### config.mk
export PLATFORM = sky130hd
export DESIGN_NAME = wbalu
export DESIGN_NICKNAME = d
export VERILOG_FILES = /design/src/rtl/wbalu_pkg.sv /design/src/rtl/wbalu_adder.sv /design/src/rtl/wbalu_bcd.sv /design/src/rtl/wbalu_logic.sv /design/src/rtl/wbalu_flagreg.sv /design/src/rtl/wbalu.sv
export SDC_FILE = /design/constraint.sdc
export NUM_CORES = 1
export LEC_CHECK = 0
export ABC_AREA = 1
export BUFFER_PORTS_ARGS = -buffer_cell sky130_fd_sc_hd__clkbuf_2
export CAP_MARGIN = 20
export CORE_MARGIN = 8
export CORE_UTILIZATION = 54
export DETAILED_ROUTE_END_ITERATION = 8
export PLACE_DENSITY = 0.78
export SYNTH_ARGS = -nofsm -noshare
export SYNTH_HDL_FRONTEND = slang
export SYNTH_SLANG_ARGS = --single-unit
### constraint.sdc
create_clock -name clk -period 8 [get_ports clk]
set_input_delay 1.2 -clock clk [delete_from_list [all_inputs] [get_ports clk]]
set_output_delay 1.2 -clock clk [all_outputs]
set_load 0.01 [all_outputs]
### src/rtl/wbalu_pkg.sv
package wbalu_pkg;

  typedef enum logic [3:0] {
    OP_ADD  = 4'd0,
    OP_ADDC = 4'd1,
    OP_SUB  = 4'd2,
    OP_SUBC = 4'd3,
    OP_DADD = 4'd4,
    OP_AND  = 4'd5,
    OP_XOR  = 4'd6,
    OP_BIC  = 4'd7,
    OP_BIS  = 4'd8,
    OP_BIT  = 4'd9,
    OP_CMP  = 4'd10,
    OP_SXT  = 4'd11,
    OP_SWPB = 4'd12
  } alu_op_e;

  typedef struct packed {
    logic v;
    logic n;
    logic z;
    logic c;
  } flags_t;

  // One BCD digit step: returns {carry_out, digit}
  function automatic logic [4:0] bcd_digit(input logic [3:0] a, input logic [3:0] b,
                                           input logic ci);
    logic [4:0] raw;
    logic [4:0] adj;
    raw = {1'b0, a} + {1'b0, b} + {4'b0, ci};
    adj = raw + 5'd6;
    if (raw > 5'd9) bcd_digit = {1'b1, adj[3:0]};
    else            bcd_digit = {1'b0, raw[3:0]};
  endfunction

  function automatic logic is_arith(input logic [3:0] op);
    is_arith = (op == OP_ADD) || (op == OP_ADDC) || (op == OP_SUB) ||
               (op == OP_SUBC) || (op == OP_CMP);
  endfunction

endpackage

### src/rtl/wbalu_adder.sv
module wbalu_adder #(
  parameter int DW = 16
) (
  input  logic [DW-1:0] a_i,
  input  logic [DW-1:0] b_i,
  input  logic          ci_i,
  input  logic          byte_i,
  output logic [DW-1:0] sum_o,
  output logic          co_o,
  output logic          ov_o
);
  localparam int HW = DW / 2;

  logic [DW:0] wide_w;
  logic [HW:0] half_w;

  always_comb begin
    wide_w = {1'b0, a_i} + {1'b0, b_i} + {{DW{1'b0}}, ci_i};
    half_w = {1'b0, a_i[HW-1:0]} + {1'b0, b_i[HW-1:0]} + {{HW{1'b0}}, ci_i};
    if (byte_i) begin
      sum_o = {{(DW-HW){1'b0}}, half_w[HW-1:0]};
      co_o  = half_w[HW];
      ov_o  = (a_i[HW-1] == b_i[HW-1]) && (half_w[HW-1] != a_i[HW-1]);
    end else begin
      sum_o = wide_w[DW-1:0];
      co_o  = wide_w[DW];
      ov_o  = (a_i[DW-1] == b_i[DW-1]) && (wide_w[DW-1] != a_i[DW-1]);
    end
  end
endmodule

### src/rtl/wbalu_bcd.sv
module wbalu_bcd #(
  parameter int DW = 16
) (
  input  logic [DW-1:0] a_i,
  input  logic [DW-1:0] b_i,
  input  logic          ci_i,
  input  logic          byte_i,
  output logic [DW-1:0] sum_o,
  output logic          co_o
);
  import wbalu_pkg::*;
  localparam int NIB  = DW / 4;
  localparam int HNIB = NIB / 2;
  localparam int HW   = DW / 2;

  logic [NIB:0]    chain_w;
  logic [DW-1:0]   digits_w;

  assign chain_w[0] = ci_i;

  for (genvar g = 0; g < NIB; g++) begin : g_digit
    logic [4:0] step_w;
    assign step_w              = bcd_digit(a_i[4*g +: 4], b_i[4*g +: 4], chain_w[g]);
    assign digits_w[4*g +: 4]  = step_w[3:0];
    assign chain_w[g+1]        = step_w[4];
  end

  always_comb begin
    if (byte_i) begin
      sum_o = {{(DW-HW){1'b0}}, digits_w[HW-1:0]};
      co_o  = chain_w[HNIB];
    end else begin
      sum_o = digits_w;
      co_o  = chain_w[NIB];
    end
  end
endmodule

### src/rtl/wbalu_logic.sv
module wbalu_logic #(
  parameter int DW = 16
) (
  input  logic [3:0]    op_i,
  input  logic [DW-1:0] src_i,
  input  logic [DW-1:0] dst_i,
  input  logic          byte_i,
  output logic [DW-1:0] res_o
);
  import wbalu_pkg::*;
  localparam int HW = DW / 2;

  logic [DW-1:0] raw_w;
  logic          whole_w;

  always_comb begin
    whole_w = 1'b0;
    case (op_i)
      OP_AND, OP_BIT: raw_w = dst_i & src_i;
      OP_XOR:         raw_w = dst_i ^ src_i;
      OP_BIC:         raw_w = dst_i & ~src_i;
      OP_BIS:         raw_w = dst_i | src_i;
      OP_SXT: begin
        raw_w   = {{(DW-HW){src_i[HW-1]}}, src_i[HW-1:0]};
        whole_w = 1'b1;
      end
      OP_SWPB: begin
        raw_w   = {src_i[HW-1:0], src_i[DW-1:HW]};
        whole_w = 1'b1;
      end
      default:        raw_w = '0;
    endcase
    if (byte_i && !whole_w) res_o = {{(DW-HW){1'b0}}, raw_w[HW-1:0]};
    else                    res_o = raw_w;
  end
endmodule

### src/rtl/wbalu_flagreg.sv
module wbalu_flagreg (
  input  logic                 clk,
  input  logic                 rst_n,
  input  logic                 upd_i,
  input  wbalu_pkg::flags_t    nxt_i,
  output wbalu_pkg::flags_t    q_o
);
  always_ff @(posedge clk or negedge rst_n) begin
    if (!rst_n)     q_o <= '0;
    else if (upd_i) q_o <= nxt_i;
  end

  AST_FLAGS_HOLD: assert property (@(posedge clk) disable iff (!rst_n)
    !upd_i |=> $stable(q_o));
endmodule

### src/rtl/wbalu.sv
module wbalu #(
  parameter int DW = 16
) (
  input  logic          clk,
  input  logic          rst_n,
  input  logic [15:0]   src_i,
  input  logic [15:0]   dst_i,
  input  logic [3:0]    op_i,
  input  logic          byte_i,
  input  logic          cin_i,
  output logic [15:0]   res_o,
  output logic          wr_en_o,
  output logic [3:0]    flags_o
);
  import wbalu_pkg::*;
  localparam int HW = DW / 2;

  // operand preparation
  logic [DW-1:0] src_m_w, dst_m_w, add_b_w;
  logic          add_ci_w, is_sub_w;

  assign src_m_w  = byte_i ? {{(DW-HW){1'b0}}, src_i[HW-1:0]} : src_i;
  assign dst_m_w  = byte_i ? {{(DW-HW){1'b0}}, dst_i[HW-1:0]} : dst_i;
  assign is_sub_w = (op_i == OP_SUB) || (op_i == OP_SUBC) || (op_i == OP_CMP);
  assign add_b_w  = is_sub_w ? ~src_m_w : src_m_w;

  always_comb begin
    case (op_i)
      OP_ADDC, OP_SUBC: add_ci_w = cin_i;
      OP_SUB, OP_CMP:   add_ci_w = 1'b1;
      default:          add_ci_w = 1'b0;
    endcase
  end

  // datapath units
  logic [DW-1:0] add_sum_w, bcd_sum_w, log_res_w;
  logic          add_co_w, add_ov_w, bcd_co_w;

  wbalu_adder #(.DW(DW)) u_adder (
    .a_i(dst_m_w), .b_i(add_b_w), .ci_i(add_ci_w), .byte_i(byte_i),
    .sum_o(add_sum_w), .co_o(add_co_w), .ov_o(add_ov_w)
  );

  wbalu_bcd #(.DW(DW)) u_bcd (
    .a_i(dst_m_w), .b_i(src_m_w), .ci_i(cin_i), .byte_i(byte_i),
    .sum_o(bcd_sum_w), .co_o(bcd_co_w)
  );

  wbalu_logic #(.DW(DW)) u_logic (
    .op_i(op_i), .src_i(src_i), .dst_i(dst_i), .byte_i(byte_i), .res_o(log_res_w)
  );

  // result selection and flag computation
  logic [DW-1:0] res_w;
  logic          wr_w, upd_w, narrow_w;
  logic          sign_w, zero_w, src_neg_w, dst_neg_w;
  flags_t        nxt_w, cur_w;

  always_comb begin
    wr_w  = 1'b1;
    upd_w = 1'b1;
    case (op_i)
      OP_ADD, OP_ADDC, OP_SUB, OP_SUBC: res_w = add_sum_w;
      OP_CMP: begin res_w = add_sum_w; wr_w = 1'b0; end
      OP_DADD: res_w = bcd_sum_w;
      OP_AND, OP_XOR, OP_SXT: res_w = log_res_w;
      OP_BIT: begin res_w = log_res_w; wr_w = 1'b0; end
      OP_BIC, OP_BIS, OP_SWPB: begin res_w = log_res_w; upd_w = 1'b0; end
      default: begin res_w = '0; wr_w = 1'b0; upd_w = 1'b0; end
    endcase
  end

  assign narrow_w  = byte_i && (op_i != OP_SXT) && (op_i != OP_SWPB);
  assign sign_w    = narrow_w ? res_w[HW-1] : res_w[DW-1];
  assign zero_w    = narrow_w ? (res_w[HW-1:0] == '0) : (res_w == '0);
  assign src_neg_w = byte_i ? src_i[HW-1] : src_i[DW-1];
  assign dst_neg_w = byte_i ? dst_i[HW-1] : dst_i[DW-1];

  always_comb begin
    nxt_w.n = sign_w;
    nxt_w.z = zero_w;
    nxt_w.c = ~zero_w;
    nxt_w.v = 1'b0;
    if (is_arith(op_i)) begin
      nxt_w.c = add_co_w;
      nxt_w.v = add_ov_w;
    end else if (op_i == OP_DADD) begin
      nxt_w.c = bcd_co_w;
    end else if (op_i == OP_XOR) begin
      nxt_w.v = src_neg_w & dst_neg_w;
    end
  end

  wbalu_flagreg u_flags (
    .clk(clk), .rst_n(rst_n), .upd_i(upd_w), .nxt_i(nxt_w), .q_o(cur_w)
  );

  assign res_o   = res_w;
  assign wr_en_o = wr_w;
  assign flags_o = cur_w;

  AST_BIT_FLAGS: assert property (@(posedge clk) disable iff (!rst_n)
    (op_i == OP_BIT) |=> (!flags_o[3] && (flags_o[0] == !flags_o[1])));
  AST_CMP_NO_WRITE: assert property (@(posedge clk) disable iff (!rst_n)
    (op_i == OP_CMP) |-> !wr_en_o);
  AST_SXT_UPPER: assert property (@(posedge clk) disable iff (!rst_n)
    (op_i == OP_SXT) |-> (res_o[15:8] == {8{res_o[7]}}));
  AST_BYTE_UPPER_ZERO: assert property (@(posedge clk) disable iff (!rst_n)
    (byte_i && (op_i != OP_SXT) && (op_i != OP_SWPB)) |-> (res_o[15:8] == 8'h00));
  AST_UNUSED_IDLE: assert property (@(posedge clk) disable iff (!rst_n)
    (op_i > 4'd12) |-> (!wr_en_o && res_o == 16'h0000));
  AST_DADD_FLAGS: assert property (@(posedge clk) disable iff (!rst_n)
    (op_i == OP_DADD) |=> !flags_o[3]);
endmodule

Yosys cells after proc, flatten, opt, wreduce, memory -nomap -nowiden
Cells that the tools add are included.

Input port bits: 40. Memory bits (writable): 0. Bits in latches: 0. Bits in read-only memories: 0. Output and inout port bits: 21. Register bits after elaboration: 4. Memories: 0. Word-level logic and storage cells: 101.

$lt $le $gt $ge: 4. Multipliers: 0. Shift-type cells: 0. Bitwise logic cells: 8. Add/subtract/negate cells: 16. Reductions and logical operators: 23. Equal/unequal tests: 18. Divide/modulo/power cells: 0. Mux-type cells: 28.

Operators with widths (count): $mux W16 (6); $pmux W16 S6 (1); $pmux W16 S3 (1); $and A16 B16 Y16 (2); $not A16 Y16 (2); $add A4 B4 Y5 (4); $add A5 B1 Y5 (4); $eq A4 B4 Y1 const B (5); $gt A5 B4 Y1 const B (4); $mux W5 (4); $add A16 B16 Y17 (1); $add A17 B1 Y17 (1); $add A4 B3 Y4 const B (4); $eq A4 B3 Y1 const B (4); $logic_not A16 Y1 (1); $or A16 B16 Y16 (1); $xor A16 B16 Y16 (1); $mux W1 (15); $reduce_or A11 Y1 (1); $reduce_or A10 Y1 (1); $add A8 B8 Y9 (1); $add A9 B1 Y9 (1); $eq A4 B2 Y1 const B (2); $logic_not A8 Y1 (1); other kinds (14) (29).

Depth between registers and ports, before layout
Gate-level depths: netlist of run 1.

Depth in word-level cells: 21. Depth in mapped cells: 48. Depth with buffers taken out: 48.

By module
A second synthesis of run 1 with hierarchy kept.

Cell total of the unflattened synthesis: 838. Area total of the unflattened synthesis: 4525.6 um2.

Modules (own cells, without submodules): wbalu_logic (area each 1242.4 um2, instances 1, cells each 247, seq. area each 0.0 um2); wbalu (area each 1077.3 um2, instances 1, cells each 216, seq. area each 0.0 um2); wbalu_bcd (area each 1057.3 um2, instances 1, cells each 167, seq. area each 0.0 um2); wbalu_adder (area each 999.7 um2, instances 1, cells each 191, seq. area each 0.0 um2); wbalu_flagreg (area each 148.9 um2, instances 1, cells each 17, seq. area each 100.1 um2).

Least setup slack after synthesis of run 1
OpenSTA, ideal clock, no wires.

Path kind: input to output. Start point: input src_i[0]. End point: output res_o[15]. Buffers on the path: 0. Required time: 6800 ps. Path slack: -412 ps. Stages on the path: 38. Data arrival time: 7212 ps. Cells stage by stage: fa_1 fa_1 xnor2_1 nand2_1 nand3_1 nand2_1 inv_1 fa_1 inv_1 fa_1 xnor2_1 nand2_1 nand3_1 nand2_1 inv_1 fa_1 inv_1 fa_1 [2 not listed] nand2_1 a21boi_0 nand2_1 nand2_1 fa_1 inv_1 fa_1 ha_1 inv_1 a21oi_1 a21oi_1 nand2_1 nand2_1 nand2_1 nand3_1 nand2_1 nor2_1 inv_1.

Word-level cells in the longest chain between the ends: 16. Elaborated cells between the ends (all ways): 22. Classes of those cells: add/sub: 8; order compare: 4; mux: 9; bitwise: 1.

Ends and longest elaborated chain: start: declaration (line wbalu.sv:6) `input logic [15:0] src_i,`; $mux W16 * (line wbalu.sv:22) `assign src_m_w = byte_i ? {{(DW-HW){1'b0}}, src_i[HW-1:0]} : src_i;`; $add A4 B4 Y5 (line wbalu_pkg.sv:31) `raw = {1'b0, a} + {1'b0, b} + {4'b0, ci};`; $add A5 B1 Y5 (line wbalu_pkg.sv:31); $gt A5 B4 Y1 (line wbalu_pkg.sv:33) `if (raw > 5'd9) bcd_digit = {1'b1, adj[3:0]};`; $mux W5 (line wbalu_pkg.sv:33); $add A5 B1 Y5 (line wbalu_pkg.sv:31); $gt A5 B4 Y1 (line wbalu_pkg.sv:33); $mux W5 (line wbalu_pkg.sv:33); $add A5 B1 Y5 (line wbalu_pkg.sv:31); $gt A5 B4 Y1 (line wbalu_pkg.sv:33); $mux W5 (line wbalu_pkg.sv:33); $add A5 B1 Y5 (line wbalu_pkg.sv:31); $add A4 B3 Y4 or $gt A5 B4 Y1 (tied branches) (line wbalu_pkg.sv:32, wbalu_pkg.sv:33); $mux W5 (line wbalu_pkg.sv:33); $mux W16 (line wbalu_bcd.sv:29) `if (byte_i) begin`; $pmux W16 S3 * (line wbalu.sv:62) `case (op_i)`; end: declaration (line wbalu.sv:11) `output logic [15:0] res_o,`.

Every way passes the cells marked *; elsewhere a longest branch is shown, timed or not.

Worst setup path after layout of run 1
Start point: input cin_i. End point: output res_o[13].

Word-level cells in the longest chain between the ends: 14. Elaborated cells between the ends (all ways): 18. Classes of those cells: add/sub: 6; order compare: 4; mux: 8.

Ends and longest elaborated chain: start: declaration (line wbalu.sv:10) `input logic cin_i,`; $add A5 B1 Y5 (line wbalu_pkg.sv:31); $gt A5 B4 Y1 (line wbalu_pkg.sv:33); $mux W5 (line wbalu_pkg.sv:33); $add A5 B1 Y5 (line wbalu_pkg.sv:31); $gt A5 B4 Y1 (line wbalu_pkg.sv:33); $mux W5 (line wbalu_pkg.sv:33); $add A5 B1 Y5 (line wbalu_pkg.sv:31); $gt A5 B4 Y1 (line wbalu_pkg.sv:33); $mux W5 (line wbalu_pkg.sv:33); $add A5 B1 Y5 (line wbalu_pkg.sv:31); $add A4 B3 Y4 or $gt A5 B4 Y1 (tied branches) (line wbalu_pkg.sv:32, wbalu_pkg.sv:33); $mux W5 (line wbalu_pkg.sv:33); $mux W16 (line wbalu_bcd.sv:29); $pmux W16 S3 * (line wbalu.sv:62).

Marked as above.

==> results.toml, run 1 <==
[setup_path]
rr_startpoint = "u_flags.q_o[1]$_DFFE_PN0P_"
critPathMaxFanout = 4
regToRegSetupSlack_ns = 7.29
path_delay_family = "adder cells"
r2r_cells = 2
critPathBufInv = 11
max_stage_delay_ns = 0.58
startpoint_type = "input port"
required_ns = 6.80
slowest_stage = "fa_2"
arrival_ns = 7.23
reg2reg_to = "u_flags.q_o[1]$_DFFE_PN0P_"
crit_type = "in2out"
path_common_cell = "fa_2"
end_kind = "primary output"

[timing]
rsz0062_at_grt = "yes"
holdWs_ns = 0.499
setup_ws_ns = -0.431
fin_skew_ns = 0
fin_crit_sh_pct = 105
drv_slew = 0
slew-limit-headroom_pct = 42.5
tightest_slew_ns = 0.859
fmax_mhz = 119
setup_viol = 3
post-route-min-period_ns = 8.43
hold_viol = 0

[routing]
routedWlPerCell_um = 16.1
routed_wl_um = 15800
vias_per_cell = 5.55
dr.pass1.iters = 5
ant_nets = 0
vias = 5476
first_iter_violations = 507
drcViolationCount = 0

[layout]
most-common-layout-cells = "238 x nand2_1, 126 x inv_1, 84 x nor2_1"
largest_register_ffs = 4
reg_top3 = "u_flags.q_o x4"
design_area_um2 = 5260
multi_input_comb_area_um2 = 3520
fin_cells = 986
nFillCells = 626
top_register = "u_flags.q_o"
seq_area_um2 = 100
layout-drive-gt1-share_pct = 24.5
final_util_pct = 72.9
final_common_cell = "nand2_1"
nNetsFinal = 986
area_growth_pct = 31.9

[pwr]
p_sw_w = 0.000321
power_frac_clock_pct = 7.0
swShare_pct = 51.8
p_per_area_nw_per_um2 = 118
power.leakage_nw = 3.24
comb_power_share_pct = 88.9
power_frac_seq_pct = 4.0
peakVddDrop_uv = 51.3
p_int_w = 0.000299
total_power_w = 0.000620

[worst_hold_path]
min_from = "u_flags.q_o[2]$_DFFE_PN0P_"
min_to = "u_flags.q_o[2]$_DFFE_PN0P_"
hold_class = "reg2reg"
hold_depth = 2

[yosys]
synth_warnings = 0
synth_nets = 848
synth_compound_area_share_pct = 7.56
yosysUniqueCellTypes = 39
synth_xor_area_share_pct = 7.03
synthAdderAreaFrac_pct = 20.1
synth_top_family_by_area = "simple AND/OR/NAND/NOR gates"
synth_edf_count = 0
syn_area_um2 = 3990
ys_ff_latch = 4
synthSimpleGateAreaFrac_pct = 48.2
synthMuxAreaShare_pct = 0
syn_inst = 750
syn_area_per_cell_um2 = 5.32
postSynth.asyncResetShare_pct = 100
synth_ff_type = "dfrtp_1"
ys_seq_area_share_pct = 2.51

[placed_design]
dp_cells = 926
place.port_buffers = 60
place_area_um2 = 4610
hpwl_um = 11600
place_congestion = 0.977

[clock_tree]
cts_sinks = 4
cts_buffer_depth = 2
clk_latency_ns = 0.22
cts_made_buffers = 3
path_clk_slew_ns = 0.03
cts_tree = "yes"
ctsHtreeMaxLevel = 1
clockRootBuffer = "clkbuf_8"

[die]
dieWidth_um = 102
core_um2 = 7210
initial_core_util_pct = 55.3
pin_count = 61
rows = 31
die_h_um = 102
die-area_um2 = 10400

[flow_run]
drv_cap = 0

[status]
status = "complete, but fails checks"
violations = "setup timing"

[grt]
antenna_found_initial = 1
grt_pass1_vias = 5250
grt_usage_pct = 29.6
grt_pass1_wl_um = 24500
grt_max_degree = 27
grt_overflow = 0
per-stage QoR:
| step | setup WS [ns] | setup TNS, ns |
|---|---|---|
| global placement | -0.185 | -0.498 |
| detailed placement | -0.406 | -1.17 |
| global route | -0.704 | -2.11 |
| finish | -0.431 | -1.27 |
| floorplan | -0.00499 | -0.00499 |
| CTS | -0.335 | -1.45 |
synth_stat cells, types with 6 or more instances:
cell type / count / area share, %
o21ai_0: 8 / 1.0
ha_1: 48 / 15
nand4_1: 11 / 1.7
nor2_2: 6 / 0.94
a21oi_1: 26 / 3.3
inv_1: 136 / 13
fa_1: 10 / 5.0
nand2_1: 250 / 24
xor2_1: 28 / 6.1
nand3_1: 79 / 9.9
nor2_1: 90 / 8.5
repair_timing:
action / CTS / global route
cloned: 0 / 0
gates resized for setup: 7 / 38
pin swaps: 19 / 12
setup buffers: 56 / 9
setup endpoints to repair: 3 / 8
hold buffers: 0 / 0
worst reg2reg max path, stage by stage (launching register included):
cell     delay [ns]
dfrtp_1        0.39
nand2_1        0.10
o21ai_1        0.07
area by class of cell:
| class | instances | share of cell area [%] |
|---|---|---|
| diodes | 1 | 0.0476 |
| inverters | 141 | 10.1 |
| flip-flops and latches | 4 | 1.90 |
| repair buffers | 141 | 17.9 |
| clock buffers | 3 | 0.785 |
| well taps | 99 | 2.35 |
| multi-input cells | 597 | 66.9 |
per-layer routing:
metal / global-route usage, % / wire length [um]
met1: 35.8 / 6260
met2: 52.1 / 7460
met3: 3.68 / 1550
met4: 11.2 / 569
met5: 0 / 0
power by group through the flow:
| stage | logic [W] | registers (W) | clock network [W] |
|---|---|---|---|
| floorplan | 0.000267 | 0.0000262 | 0 |
| global placement | 0.000393 | 0.0000249 | 0 |
| detailed placement | 0.000405 | 0.0000251 | 0 |
| CTS | 0.000488 | 0.0000249 | 0.0000433 |
| global route | 0.000600 | 0.0000253 | 0.0000456 |
| finish | 0.000552 | 0.0000250 | 0.0000436 |
worst max path at each step:
stage                endpoint  depth (start not counted)  slack [ns]  startpoint
finish              res_o[13]                         40       -0.43       cin_i
global route        res_o[13]                         40       -0.70       cin_i
CTS                 res_o[13]                         40       -0.33    src_i[0]
detailed placement  res_o[13]                         42       -0.41       cin_i
global placement    res_o[15]                         42       -0.18       cin_i
floorplan           res_o[15]                         38      -0.005       cin_i
cell families (layout without fill, tap and decap cells):
logic type      after synthesis  after routing
simple gates                454            454
fa+ha+maj                    58             58
buf+inv                     149            285
flops                         4              4
xor+xnor                     32             32
other cells                   0              1
compound gates               53             53
No activity file was read; power rests on OpenSTA's default activity.
==> run 2, diff against run 1 <==
- CORE_MARGIN: 8 -> 3
==> run 2 against run 1 <==
  * The run still ends with setup timing left
  * Sequential power about the same
  * Wire length is 1.5% lower
  * Design area decreased by 0.40%
  * Fmax shrank 1.5%
  * Critical endpoint is now res_o[15]
  * Largest cell class unchanged
==> results.toml, run 2 (synthesis results as in run 1) <==
[die]
initial_core_util_pct = 57.1
pin_count = 61
dieWidth_um = 91.9
die-area_um2 = 8450
rows = 30
die_h_um = 91.9
core_um2 = 6980

[layout]
area_growth_pct = 31.4
nFillCells = 600
most-common-layout-cells = "234 x nand2_1, 126 x inv_1, 87 x nor2_1"
reg_top3 = "u_flags.q_o x4"
final_util_pct = 75.1
largest_register_ffs = 4
layout-drive-gt1-share_pct = 24.4
antennaDiodeCount = 0
nNetsFinal = 980
top_register = "u_flags.q_o"
final_common_cell = "nand2_1"

[routing]
met1Wirelength_um = 6060
vias_per_cell = 5.63
drcViolationCount = 0
ant_nets = 0
routed_wl_um = 15600
dr_wl_met3_um = 1760
routed.top_layer = "met4"
wl_met2_um = 7050
routedWlPerCell_um = 16.0
dr.pass1.iters = 6
first_iter_violations = 529
vias = 5491

[setup_path]
critPathBufInv = 11
r2r_cells = 2
end_kind = "primary output"
reg2reg_to = "u_flags.q_o[3]$_DFFE_PN0P_"
path_delay_family = "adder cells"
required_ns = 6.80
regToRegSetupSlack_ns = 7.33
crit_type = "in2out"
startpoint_type = "input port"
max_stage_delay_ns = 0.58
slowest_stage = "fa_2"
critPathMaxFanout = 4
arrival_ns = 7.36
rr_startpoint = "u_flags.q_o[3]$_DFFE_PN0P_"

[worst_hold_path]
hold_depth = 2
hold_class = "reg2reg"
min_to = "u_flags.q_o[2]$_DFFE_PN0P_"
min_from = "u_flags.q_o[2]$_DFFE_PN0P_"

[clock_tree]
cts_buffer_depth = 2
cts_made_buffers = 3
cts_sinks = 4
clk_latency_ns = 0.22
cts_tree = "yes"
clockRootBuffer = "clkbuf_8"
path_clk_slew_ns = 0.03
ctsHtreeMaxLevel = 1

[pwr]
p_int_w = 0.000296
swShare_pct = 52.4
power_frac_seq_pct = 4.0
power.leakage_nw = 3.22
comb_power_share_pct = 88.8
power_frac_clock_pct = 7.1
peakVddDrop_uv = 55.9
p_per_area_nw_per_um2 = 119
p_sw_w = 0.000326

[timing]
hold_viol = 0
fin_skew_ns = 0
tns_ns = -1.61
tightest_slew_ns = 0.991
rsz0062_at_grt = "yes"
setup_ws_ns = -0.561
post-route-min-period_ns = 8.56
setup_viol = 3
slew-limit-headroom_pct = 33.7
drv_slew = 0
fin_crit_sh_pct = 107
fmax_mhz = 117

[grt]
antenna_found_initial = 0
grt_usage_pct = 36.1
grt_pass1_wl_um = 24800
grt_pass1_vias = 5197
grt_max_degree = 27
grt_overflow = 0

[placed_design]
place.port_buffers = 60
place_congestion = 0.968
hpwl_um = 11200

[status]
status = "complete, but fails checks"
violations = "setup timing"

[flow_run]
drv_cap = 0
-- run 2: cell count changes in the layout (fill, tap and decap cells not counted), sizes merged --
cell   change
buf        -6
diode      -1
-- run 2: power groups by stage --
stage	registers, W	clock network, W	logic, W
after floorplan	0.0000262	0	0.000267
after global placement	0.0000249	0	0.000393
after detailed placement	0.0000251	0	0.000404
after CTS	0.0000249	0.0000428	0.000488
after global routing	0.0000254	0.0000461	0.000607
final	0.0000252	0.0000444	0.000552
-- run 2: metal layers --
layer  GRT usage (%)  vias to the layer above
met5               0                        -
met4            16.0                        0
met3            6.48                       80
met2            60.2                      387
met1            45.3                     2422
li1                -                     2602
-- run 2: cell type report --
cell class	count	area, um^2	share of cell area (%)
Clock buffer	3	41.3	0.788
Inverter	141	529	10.1
Multi-Input combinational cell	597	3550	67.8
Sequential cell	4	100	1.91
Tap cell	96	120	2.29
Timing Repair Buffer	135	896	17.1
-- run 2: worst reg2reg max path, cell delays in order, from the launching register on --
cell and delay [ns]:
dfrtp_1 0.38, nand2_1 0.08, nand3_1 0.08
-- run 2: what timing repair did --
action	in CTS	in global routing
gates resized for setup	15	37
hold buffers	0	0
pin swaps	21	28
endpoints found under the setup margin	3	7
buffers inserted	46	9
-- run 2: worst max-delay path by stage --
stage,from,endpoint,slack [ns],depth (start not counted)
2_1_floorplan,cin_i,res_o[15],-0.005,38
3_3_place_gp,cin_i,res_o[15],-0.23,40
3_5_place_dp,cin_i,res_o[15],-0.46,40
4_1_cts,src_i[0],res_o[15],-0.30,40
5_1_grt,cin_i,res_o[15],-0.88,39
6_report,cin_i,res_o[15],-0.56,40
-- run 2: metrics by stage --
step | instance area (um^2) | hold WS, ns | total power (W) | cells | worst slack [ns]
after detailed placement | 4620 | 0.480 | 0.000430 | 925 | -0.458
after CTS | 5080 | 0.488 | 0.000556 | 974 | -0.298
after global placement | 4620 | 0.469 | 0.000418 | 925 | -0.232
after global routing | 5240 | 0.542 | 0.000678 | 976 | -0.878
after floorplan | 4050 | 0.515 | 0.000293 | 750 | -0.00499
final | 5240 | 0.491 | 0.000622 | 976 | -0.561
